<file path="config.mk">
export PLATFORM = sky130hd
export DESIGN_NAME = hfr_readout
export DESIGN_NICKNAME = d
export VERILOG_FILES = /design/src/rtl/hfr_pkg.sv /design/src/rtl/hfr_ctrl.sv /design/src/rtl/hfr_lane.sv /design/src/rtl/hfr_readout.sv
export SDC_FILE = /design/constraint.sdc
export NUM_CORES = 1
export LEC_CHECK = 0
export BUFFER_PORTS_ARGS = -buffer_cell sky130_fd_sc_hd__buf_2
export CORE_MARGIN = 4
export CORE_UTILIZATION = 53
export DETAILED_ROUTE_END_ITERATION = 8
export GPL_TIMING_DRIVEN = 0
export PLACE_DENSITY_LB_ADDON = 0.25
export SLEW_MARGIN = 20
export SYNTH_ARGS = -nofsm -noshare
export SYNTH_HDL_FRONTEND = slang
export SYNTH_SLANG_ARGS = --single-unit
export TNS_END_PERCENT = 5
</file>
<file path="constraint.sdc">
create_clock -name clk -period 1.3 [get_ports clk]
set_input_delay 0.13 -clock clk [delete_from_list [all_inputs] [get_ports clk]]
set_output_delay 0.13 -clock clk [all_outputs]
set_load 0.02 [all_outputs]
</file>
<file path="src/rtl/hfr_pkg.sv">
`timescale 1ns/1ps
package hfr_pkg;

    typedef enum logic {
        RD_IDLE  = 1'b0,
        RD_SHIFT = 1'b1
    } rd_state_e;

    // Command shared by all lane shifters
    typedef struct packed {
        logic load;
        logic shift;
    } lane_cmd_t;

    function automatic int unsigned lane_bits(int unsigned rows, int unsigned cols,
                                              int unsigned lanes);
        return (rows * cols) / lanes;
    endfunction

    function automatic int unsigned cnt_width(int unsigned n);
        return (n > 1) ? $clog2(n) : 1;
    endfunction

endpackage

</file>
<file path="src/rtl/hfr_ctrl.sv">
`timescale 1ns/1ps
module hfr_ctrl
    import hfr_pkg::*;
#(
    parameter int unsigned CYC = 4
) (
    input  logic      clk,
    input  logic      rst,
    input  logic      load_req,
    output lane_cmd_t cmd,
    output logic      busy,
    output logic      strobe,
    output logic      reject
);
    localparam int unsigned CW = cnt_width(CYC);

    rd_state_e       state;
    logic [CW-1:0]   cnt;
    logic            accept;
    logic            last;

    always_comb begin
        accept    = load_req && (state == RD_IDLE);
        last      = (cnt == CW'(CYC - 1));
        busy      = (state == RD_SHIFT);
        cmd.load  = accept;
        cmd.shift = (state == RD_SHIFT);
    end

    always_ff @(posedge clk) begin
        if (rst) begin
            state  <= RD_IDLE;
            cnt    <= '0;
            strobe <= 1'b0;
            reject <= 1'b0;
        end else begin
            reject <= load_req && (state == RD_SHIFT);
            case (state)
                RD_IDLE: begin
                    if (accept) begin
                        state  <= RD_SHIFT;
                        cnt    <= '0;
                        strobe <= 1'b1;
                    end
                end
                default: begin
                    if (last) begin
                        state  <= RD_IDLE;
                        strobe <= 1'b0;
                    end else begin
                        cnt <= cnt + 1'b1;
                    end
                end
            endcase
        end
    end

endmodule

</file>
<file path="src/rtl/hfr_lane.sv">
`timescale 1ns/1ps
module hfr_lane
    import hfr_pkg::*;
#(
    parameter int unsigned BPL = 8
) (
    input  logic           clk,
    input  logic           rst,
    input  lane_cmd_t      cmd,
    input  logic [BPL-1:0] din,
    output logic           q
);
    logic [BPL-1:0] sr;

    // sr[0] holds the high-phase bit, sr[1] the low-phase bit
    always_ff @(posedge clk) begin
        if (rst) begin
            sr <= '0;
        end else if (cmd.load) begin
            sr <= din;
        end else if (cmd.shift) begin
            sr <= sr >> 2;
        end
    end

    // Double-edge output: clock level picks one of the two registered bits
    always_comb begin
        q = clk ? sr[0] : sr[1];
    end

endmodule

</file>
<file path="src/rtl/hfr_readout.sv">
`timescale 1ns/1ps
module hfr_readout
    import hfr_pkg::*;
#(
    parameter int unsigned ROWS  = 16,
    parameter int unsigned COLS  = 4,
    parameter int unsigned LANES = 8
) (
    input  logic                   clk,
    input  logic                   rst,
    input  logic                   load_req,
    input  logic [ROWS*COLS-1:0]   hit_frame,
    output logic                   busy,
    output logic                   frame_strobe,
    output logic                   load_reject,
    output logic [LANES-1:0]       lane_out
);
    localparam int unsigned PIX = ROWS * COLS;
    localparam int unsigned BPL = lane_bits(ROWS, COLS, LANES);
    localparam int unsigned CYC = BPL / 2;

    lane_cmd_t cmd;

    hfr_ctrl #(.CYC(CYC)) u_ctrl (
        .clk      (clk),
        .rst      (rst),
        .load_req (load_req),
        .cmd      (cmd),
        .busy     (busy),
        .strobe   (frame_strobe),
        .reject   (load_reject)
    );

    for (genvar g = 0; g < LANES; g++) begin : g_lane
        hfr_lane #(.BPL(BPL)) u_lane (
            .clk (clk),
            .rst (rst),
            .cmd (cmd),
            .din (hit_frame[g*BPL +: BPL]),
            .q   (lane_out[g])
        );
    end

endmodule

</file>
; ---- Word-level counts from Yosys, hierarchy flattened
; Cells that the tools add are included.
[totals]
out_inout_bits = 11
ff_bits = 69
word_cells = 55
inputBits = 67
[op_classes]
reduce_logical = 5
n_addsub = 1
eq_ne = 3
bitwise_logic = 1
muxes = 33
[ops]
columns = op, count
row1 = $mux 8, 16
row2 = $mux 1, 14
row3 = $mux 2, 3
row4 = $ne 2x2->1 const B, 2
row5 = $reduce_and 2->1, 2
row6 = $add 2x1->2 const B, 1
row7 = $eq 2x2->1 const B, 1
row8 = $logic_and 1x1->1, 2
row9 = $reduce_bool 2->1, 1
row10 = $not 1->1, 1

; ---- Depth between registers and ports, before layout
; Gate-level depths: netlist of run 1.
[depth]
ltp_word = 4
ltp_mapped = 5

; ---- By module
; From an unflattened synthesis of run 1, not the netlist that was laid out.
[unflattened]
hier_cells = 318
hier_area_um2 = 3328.2
[modules_own_cells]
columns = module, seq_area_each_um2, area_per_inst_um2, cells_each, n_inst
row1 = hfr_lane, 160.2, 386.6, 37, 8
row2 = hfr_ctrl, 100.1, 235.2, 22, 1

==> results.py, run 1 <==
metrics = {
    "run_status": {
        "status": "finished, violations left",
        "violations": "negative setup slack",
    },
    "layout": {
        "antenna_cells": 0,
        "layout.nets": 473,
        "layout-drive-gt1-share_pct": 30.6,
        "area_delta_synth_final_pct": 29.3,
        "finalInstanceArea_um2": 4160,
    },
    "global_routing": {
        "top_usage_layer": "met2",
        "met1_usage_pct": 25.8,
        "grt_use_total_pct": 22.1,
        "grt_pass1_vias": 2712,
        "antenna_found_initial": 0,
        "grt_pass1_wl_um": 12500,
        "grt_use_met3_pct": 8.17,
        "grtUsageMet2_pct": 33.4,
        "gr-total-overflow": 0,
        "grt_max_degree": 11,
    },
    "synthesis": {
        "synth_top_area_cell": "dfxtp_1",
        "synth_nets": 375,
        "async_flop_share_pct": 0,
        "ys_warn_count": 0,
        "synth.area.top_cells": "dfxtp_1, mux2i_1, a211oi_1, nor2b_1, buf_4",
        "synthFlopType": "dfxtp_1",
        "synth-edff-count": 0,
        "yosysUniqueCellTypes": 22,
        "synth_most_common_cell": "dfxtp_1",
        "yosysSeqAreaShare_pct": 43.0,
        "synth_common_cells": "dfxtp_1, mux2i_1, nor2b_1, a211oi_1, nor2_1",
        "synth.cell_area_um2": 3210,
        "syn_inst": 306,
        "ys_seq_elements": 69,
        "syn_avg_cell_area_um2": 10.5,
        "netlist.area_leader.share_pct": 43.0,
    },
    "cts": {
        "path_clk_slew_ns": 0.07,
        "cts_tree": "built",
        "insertion_delay_ns": 0.44,
    },
    "sta": {
        "hold_slack_ns": 0.0370,
        "slew_headroom_pct": 64.5,
        "rsz0062_at_grt": "yes",
        "hold_viol": 0,
        "setup_viol": 8,
        "slew_violations": 0,
        "setup_ws_ns": -0.211,
        "fin_worst_skew_ns": 0.00865,
        "tightest_slew_ns": 0.533,
    },
    "worst_setup_path": {
        "r2r_end": "g_lane[7].u_lane.sr[1]",
        "crit_path_end_kind": "output port",
        "ff2ff_setup_slack_ns": 0.07,
        "worstReg2RegStart": "u_ctrl.busy",
        "start_kind": "clock port",
        "cp.arrival_ns": 1.38,
        "cp_max_fo": 4,
        "setup.worst_path.start": "clk",
        "required_ns": 1.17,
        "critPathCapture": "lane_out[1]",
        "r2r_cells": 5,
        "worstSetupPathType": "clk -> out",
    },
    "drt": {
        "drc": 0,
        "ant_nets": 0,
        "drt-total-wl_um": 7630,
        "via_per_inst": 5.24,
        "drt_iter0_markers": 109,
        "wl_per_cell_um": 15.8,
        "dr.pass1.iters": 4,
        "vias": 2535,
    },
    "place": {
        "post_dp_cell_area_um2": 3740,
        "gp_congestion": 0.750,
        "port_buffers": 76,
        "pre_cts_slack_ns": -0.154,
        "hpwl_um": 5090,
    },
    "die": {
        "chipHeight_um": 85.9,
        "die_area_um2": 7370,
        "core_area_um2": 5890,
        "start_util_pct": 54.6,
        "fp.dieW_um": 85.9,
        "rows": 28,
        "io_pins": 78,
    },
    "min_path": {
        "hp-class": "in -> reg",
    },
    "power_and_ir_drop": {
        "irDropWorstVdd_mv": 1.42,
        "power_leakage_uw": 0.00190,
        "power_per_cell_area_nw_per_um2": 1470,
    },
    "run": {
        "cap_violations": 0,
    },
}
how the worst min path moves through the flow:
| stage | start | end | slack [ns] | cells past startpoint |
|---|---|---|---|---|
| after floorplan | hit_frame[6] | g_lane[0].u_lane.sr[6] | 0.28 | 2 |
| after global placement | hit_frame[7] | g_lane[0].u_lane.sr[7] | 0.37 | 3 |
| after detailed placement | hit_frame[15] | g_lane[1].u_lane.sr[7] | 0.38 | 3 |
| after CTS | hit_frame[28] | g_lane[3].u_lane.sr[4] | 0.03 | 3 |
| after global routing | hit_frame[10] | g_lane[1].u_lane.sr[2] | 0.04 | 3 |
| final | hit_frame[10] | g_lane[1].u_lane.sr[2] | 0.04 | 3 |
state kept, by name, indices dropped and copies added (netlist names):
register,cells
g_lane.u_lane.sr,64
u_ctrl.cnt,2
u_ctrl.busy,1
u_ctrl.reject,1
u_ctrl.strobe,1
through the flow:
step	instances	total power [uW]	TNS (ns)	utilization, %
after detailed placement	457	4020	-1.23	63.6
after CTS	484	6140	-1.70	70.1
after global placement	457	4000	-1.09	63.6
final	484	6090	-1.62	70.6
after floorplan	306	3710	-0.127	-
after global routing	484	6380	-1.87	70.6
cells in the final DEF (no fill, tap or decap), types with 8 or more instances in the layout:
cell type      netlist  routed
clkbuf_1            14      15
mux2_4               0       8
dlygate4sd3_1        0      16
buf_2                5      70
a211oi_1            48      44
clkbuf_8             0      11
mux2i_1             64      64
nor2b_1             50      50
dfxtp_1             69      68
nor2_1              17      17
buf_6                0       9
per-layer routing:
layer | up-vias | wire length [um]
met5 | - | 0
met4 | 0 | 229
met3 | 24 | 551
met2 | 85 | 3560
met1 | 1160 | 3290
li1 | 1266 | -
critical path, stage by stage:
cell,delay (ns)
clkbuf_16,0.13
clkbuf_16,0.16
mux2_4,0.31
buf_6,0.13
report_power, final:
part	internal [uW]	switching [uW]	total [uW]
sequential	2300	99.1	2400
combinational	412	375	788
clock	1640	1270	2910
total	4350	1740	6090
cells by family (layout without fill, tap and decap cells):
logic type                 count (synthesis)  count (layout)  share of synthesized area, %
AOI/OAI and AO/OA                         53              53                          12.6
adders and majority gates                  2               2                         0.779
buffers and inverters                     38             141                          8.02
DFF                                       69              69                          43.0
muxes                                     72              72                          22.7
and+or+nand+nor                           72              72                          12.9
cell type report:
| type | instances | area (um2) |
|---|---|---|
| Multi-Input combinational cell | 199 | 1630 |
| Sequential cell | 69 | 1380 |
| Inverter | 2 | 7.51 |
| Clock inverter | 2 | 10.0 |
| Clock buffer | 26 | 332 |
| Tap cell | 75 | 93.8 |
| Fill cell | 463 | 1730 |
| Timing Repair Buffer | 84 | 500 |
| Buffer | 27 | 203 |
timing repair:
action | 4_1_cts | 5_1_grt
endpoints found under the hold margin | 16 | 0
buffers inserted | 0 | 0
setup endpoints to repair | 34 | 57
hold buffers | 16 | 0
gates resized for setup | 30 | 12
Note: power is estimated with default switching activity, not from simulation.
==> run 2: changes to the inputs <==
Settings changed: PLACE_DENSITY set to 0.79, PLACE_DENSITY_LB_ADDON 0.25 to unset.
Clock period 1.3 ns to 1.6 ns, I/O delays scaled along.
==> run 2 against run 1 <==
Compared with the run above:
- the run still ends with negative setup slack left
- sequential power shrank 19%
- clock skew grew 0.0023 ns
- worst setup slack gained 0.12 ns
- clock power shrank 18%
- combinational power shrank 21%
- non-clock buffer count is the same
- power shrank 19%
- clock-buffer cell count shrank 4
- core utilization shrank 0.45 points
- design area shrank 0.63%
- sequential share of layout area grew 0.18 points
- highest routed layer unchanged
==> results.py, run 2 (synthesis gave the netlist of run 1 again) <==
metrics = {
    "worst_setup_path": {
        "worstPathCellList": "clkbuf_16, clkbuf_16, mux2_4, buf_6",
        "cp_max_fo": 4,
        "required_ns": 1.44,
        "start_kind": "clock port",
        "critPathMostFrequentCell": "clkbuf_16",
        "crit_family": "buffers and inverters",
        "critPathSlowestCell": "mux2_4",
        "cp_slowest_stage_delay_ns": 0.30,
        "crit_path_end_kind": "output port",
        "crit_buf_inv": 3,
        "worstSetupPathType": "clk -> out",
        "cp.arrival_ns": 1.53,
    },
    "layout": {
        "layout.nets": 473,
        "layout-drive-gt1-share_pct": 29.3,
        "antenna_cells": 0,
        "top_register": "g_lane.u_lane.sr",
        "ff_latch_area_um2": 1380,
        "multi_input_area_um2": 1600,
        "final_cell_mix": "buf_2, dfxtp_1, mux2i_1, nor2b_1, a211oi_1",
        "n_fill_cell": 467,
        "reg_top3": "g_lane.u_lane.sr: 64 flops, u_ctrl.cnt: 2 flops",
        "area_delta_synth_final_pct": 28.5,
        "finalInstanceArea_um2": 4130,
        "layout_commonest_cell": "buf_2",
        "largest_reg_flops": 64,
    },
    "drt": {
        "via_per_inst": 5.24,
        "drc": 0,
        "drt-total-wl_um": 7360,
        "ant_nets": 0,
        "wl_per_cell_um": 15.2,
        "vias": 2536,
        "drt_iter0_markers": 54,
        "dr.pass1.iters": 4,
    },
    "place": {
        "hpwl_um": 4950,
        "port_buffers": 76,
        "gp_congestion": 0.764,
        "post_dp_cell_area_um2": 3690,
    },
    "run_status": {
        "status": "finished, violations left",
        "violations": "negative setup slack",
    },
    "global_routing": {
        "gr-total-overflow": 0,
        "grt_max_degree": 14,
        "antenna_found_initial": 0,
        "grt_pass1_vias": 2718,
        "grt_pass1_wl_um": 12100,
        "grt_use_total_pct": 21.5,
    },
    "power_and_ir_drop": {
        "power_leakage_uw": 0.00188,
        "power_per_cell_area_nw_per_um2": 1200,
        "irDropWorstVdd_mv": 1.26,
    },
    "die": {
        "die_area_um2": 7370,
        "chipHeight_um": 85.9,
        "rows": 28,
        "io_pins": 78,
        "start_util_pct": 54.6,
        "core_area_um2": 5890,
        "fp.dieW_um": 85.9,
    },
    "cts": {
        "cts_tree": "built",
        "insertion_delay_ns": 0.45,
        "post_cts_buffers": 0,
        "path_clk_slew_ns": 0.08,
    },
    "sta": {
        "fin_worst_skew_ns": 0.0109,
        "setup_ws_ns": -0.0881,
        "hold_viol": 0,
        "rsz0062_at_grt": "yes",
        "hold_slack_ns": 0.0448,
        "tightest_slew_ns": 0.555,
        "setup_viol": 8,
        "slew_violations": 0,
        "slew_headroom_pct": 63.0,
    },
    "min_path": {
        "hp-class": "in -> reg",
    },
    "run": {
        "cap_violations": 0,
    },
}
run 2: where the power goes:
group          total, uW  switching [uW]  internal, uW
sequential          1940            76.6          1860
combinational        621             296           324
clock               2400            1100          1300
total               4960            1480          3490
run 2: routing by layer:
layer  share of wire [%]  vias to the layer above  global-route usage, %
met1                  44                     1148                   25.7
met4                 4.0                        0                   17.6
met2                  45                       80                   30.5
li1                    -                     1275                      -
met3                 7.0                       33                   7.78
met5                   0                        -                      0
run 2: worst reg2reg max path: stages, from the launching register on:
cell      delay, ns
dfxtp_1        0.35
buf_4          0.18
inv_1          0.07
buf_2          0.19
buf_2          0.22
a211oi_1       0.25
run 2: final cells by class:
cell class / instances / area share [%]
Multi-Input combinational cell: 199 / 38.8
Sequential cell: 69 / 33.5
Timing Repair Buffer: 84 / 12.1
Clock buffer: 22 / 7.42
Buffer: 27 / 4.52
Tap cell: 75 / 2.27
Clock inverter: 6 / 1.18
Inverter: 2 / 0.182
run 2: per-stage QoR:
| step | setup TNS (ns) | util (%) | total power, uW | cells | setup WS, ns |
|---|---|---|---|---|---|
| floorplan | 0 | - | 2830 | 306 | 0.0247 |
| global placement | -0.702 | 62.6 | 3060 | 457 | -0.0878 |
| detailed placement | -0.702 | 62.6 | 3080 | 457 | -0.0878 |
| CTS | -0.708 | 70.2 | 5040 | 484 | -0.0953 |
| global route | -0.748 | 70.2 | 5210 | 484 | -0.104 |
| finish | -0.637 | 70.2 | 4960 | 484 | -0.0881 |
run 2: repair_timing:
item / CTS / global route
hold endpoints to repair: 16 / 0
endpoints found under the setup margin: 8 / 8
gates resized for setup: 27 / 0
hold buffers: 16 / 0
run 2: path summary, 6_finish.rpt:
kind                                    start                      to  slack, ns  cells past startpoint
worst max-delay path                      clk             lane_out[0]      -0.09                      4
worst min-delay path            hit_frame[41]  g_lane[5].u_lane.sr[1]       0.04                      3
worst min register to register  u_ctrl.cnt[1]           u_ctrl.cnt[1]       0.49                      2
worst max register to register    u_ctrl.busy  g_lane[1].u_lane.sr[0]       0.26                      5
==> run 3: changes to the inputs <==
Settings changed: BUFFER_PORTS_ARGS -buffer_cell sky130_fd_sc_hd__buf_2 to unset, CORE_UTILIZATION 53 to 62, DONT_BUFFER_PORTS set to 1, PLACE_DENSITY 0.79 to 0.78.
==> run 3 against run 2 <==
Compared with the run above:
- the run ends with negative hold slack, negative setup slack left
- sequential power about the same
- non-clock buffer count decreased by 13
- design area increased by 2.2%
- sequential share of layout area decreased by 0.69 points
- core utilization increased by 16 points
- clock skew decreased by 0.00085 ns
- critical path type unchanged
- highest routed layer unchanged
==> results.py, run 3 (synthesis gave the netlist of run 1 again) <==
metrics = {
    "worst_setup_path": {
        "cp.arrival_ns": 1.52,
        "critPathMostFrequentCell": "clkbuf_16",
        "cp_max_fo": 4,
        "crit_path_end_kind": "output port",
        "ff2ff_setup_slack_ns": 0.13,
        "critPathSlowestCell": "mux2_4",
        "start_kind": "clock port",
        "crit_family": "buffers and inverters",
        "cp_slowest_stage_delay_ns": 0.30,
        "required_ns": 1.44,
        "worstSetupPathType": "clk -> out",
        "worstPathCellList": "clkbuf_16, clkbuf_16, mux2_4, buf_6",
        "crit_buf_inv": 3,
    },
    "die": {
        "start_util_pct": 65.8,
        "fp.dieW_um": 80.0,
        "io_pins": 78,
        "die_area_um2": 6400,
        "core_area_um2": 4880,
        "chipHeight_um": 80.0,
        "rows": 25,
    },
    "global_routing": {
        "grt_use_total_pct": 28.8,
        "grt_max_degree": 11,
        "grt_pass1_vias": 2944,
        "antenna_found_initial": 0,
        "gr-total-overflow": 0,
        "grt_pass1_wl_um": 13900,
    },
    "drt": {
        "via_per_inst": 5.83,
        "drc": 0,
        "dr.pass1.iters": 4,
        "wl_per_cell_um": 19.0,
        "drt-total-wl_um": 8620,
        "vias": 2639,
        "drt_iter0_markers": 119,
        "ant_nets": 0,
    },
    "sta": {
        "rsz0062_at_grt": "yes",
        "slew_headroom_pct": 66.2,
        "slew_violations": 0,
        "hold_slack_ns": -0.0232,
        "fin_worst_skew_ns": 0.0101,
        "hold_viol": 1,
        "setup_viol": 8,
        "tightest_slew_ns": 0.508,
        "setup_ws_ns": -0.0777,
    },
    "layout": {
        "layout_commonest_cell": "dfxtp_1",
        "antenna_cells": 0,
        "utilization_pct": 86.5,
        "area_delta_synth_final_pct": 31.3,
        "layout-drive-gt1-share_pct": 13.5,
        "finalInstanceArea_um2": 4220,
        "largest_reg_flops": 64,
        "final_cell_mix": "dfxtp_1, mux2i_1, dlygate4sd3_1, nor2b_1, a211oi_1",
        "top_register": "g_lane.u_lane.sr",
        "reg_top3": "g_lane.u_lane.sr: 64 flops, u_ctrl.cnt: 2 flops",
        "layout.nets": 452,
    },
    "run_status": {
        "violations": "negative hold slack, negative setup slack",
        "status": "finished, violations left",
    },
    "place": {
        "gp_congestion": 0.710,
        "hpwl_um": 4640,
        "post_dp_cell_area_um2": 3300,
        "port_buffers": 0,
    },
    "min_path": {
        "hp-class": "in -> reg",
    },
    "cts": {
        "path_clk_slew_ns": 0.07,
        "cts_tree": "built",
        "insertion_delay_ns": 0.45,
    },
    "power_and_ir_drop": {
        "power_per_cell_area_nw_per_um2": 1170,
        "finalPower_uw": 4950,
        "power_leakage_uw": 0.00180,
        "irDropWorstVdd_mv": 0.813,
    },
    "run": {
        "cap_violations": 0,
    },
}
==> run 3: per-layer routing <==
layer,vias up,global-route usage (%),share of wire (%)
met5,-,0,0
met1,1258,31.4,40
li1,1232,-,-
met4,0,19.6,3.8
met2,112,46.1,48
met3,37,10.7,7.6
==> run 3: repair_timing <==
item,CTS,global route
hold buffers,63,0
endpoints found under the hold margin,63,0
cloned,0,0
resized for setup,9,3
buffers inserted,0,0
endpoints found under the setup margin,8,16
==> run 3: stage by stage <==
step | TNS, ns | std cells | setup slack [ns]
floorplan | 0 | 306 | 0.0247
global placement | 0 | 373 | 0.0247
detailed placement | 0 | 373 | 0.0247
CTS | -0.523 | 453 | -0.0910
global route | -0.569 | 453 | -0.0963
finish | -0.425 | 453 | -0.0777
==> run 3: layout make-up <==
type,count,area (um2)
timing repair buffer,63,631
clock buffer,17,256
inverter,2,7.51
clock inverter,1,5.00
buffer,35,277
sequential,69,1380
tap,67,83.8
multi-input combinational,199,1580
fill,253,659
==> run 3: path summary, 6_finish.rpt <==
path	start	to	cells after the start
setup reg to reg	u_ctrl.busy	g_lane[7].u_lane.sr[2]	5
setup / recovery	clk	lane_out[1]	4
hold reg to reg	g_lane[4].u_lane.sr[7]	g_lane[4].u_lane.sr[7]	2
hold / removal	hit_frame[28]	g_lane[3].u_lane.sr[4]	2
==> run 3: where the power goes <==
group / leakage [uW] / switching (uW) / total [uW] / internal [uW]
sequential: 0.000571 / 90.4 / 1960 / 1870
clock: 0.000228 / 1010 / 2340 / 1330
combinational: 0.00100 / 311 / 654 / 343
total: 0.00180 / 1410 / 4950 / 3540
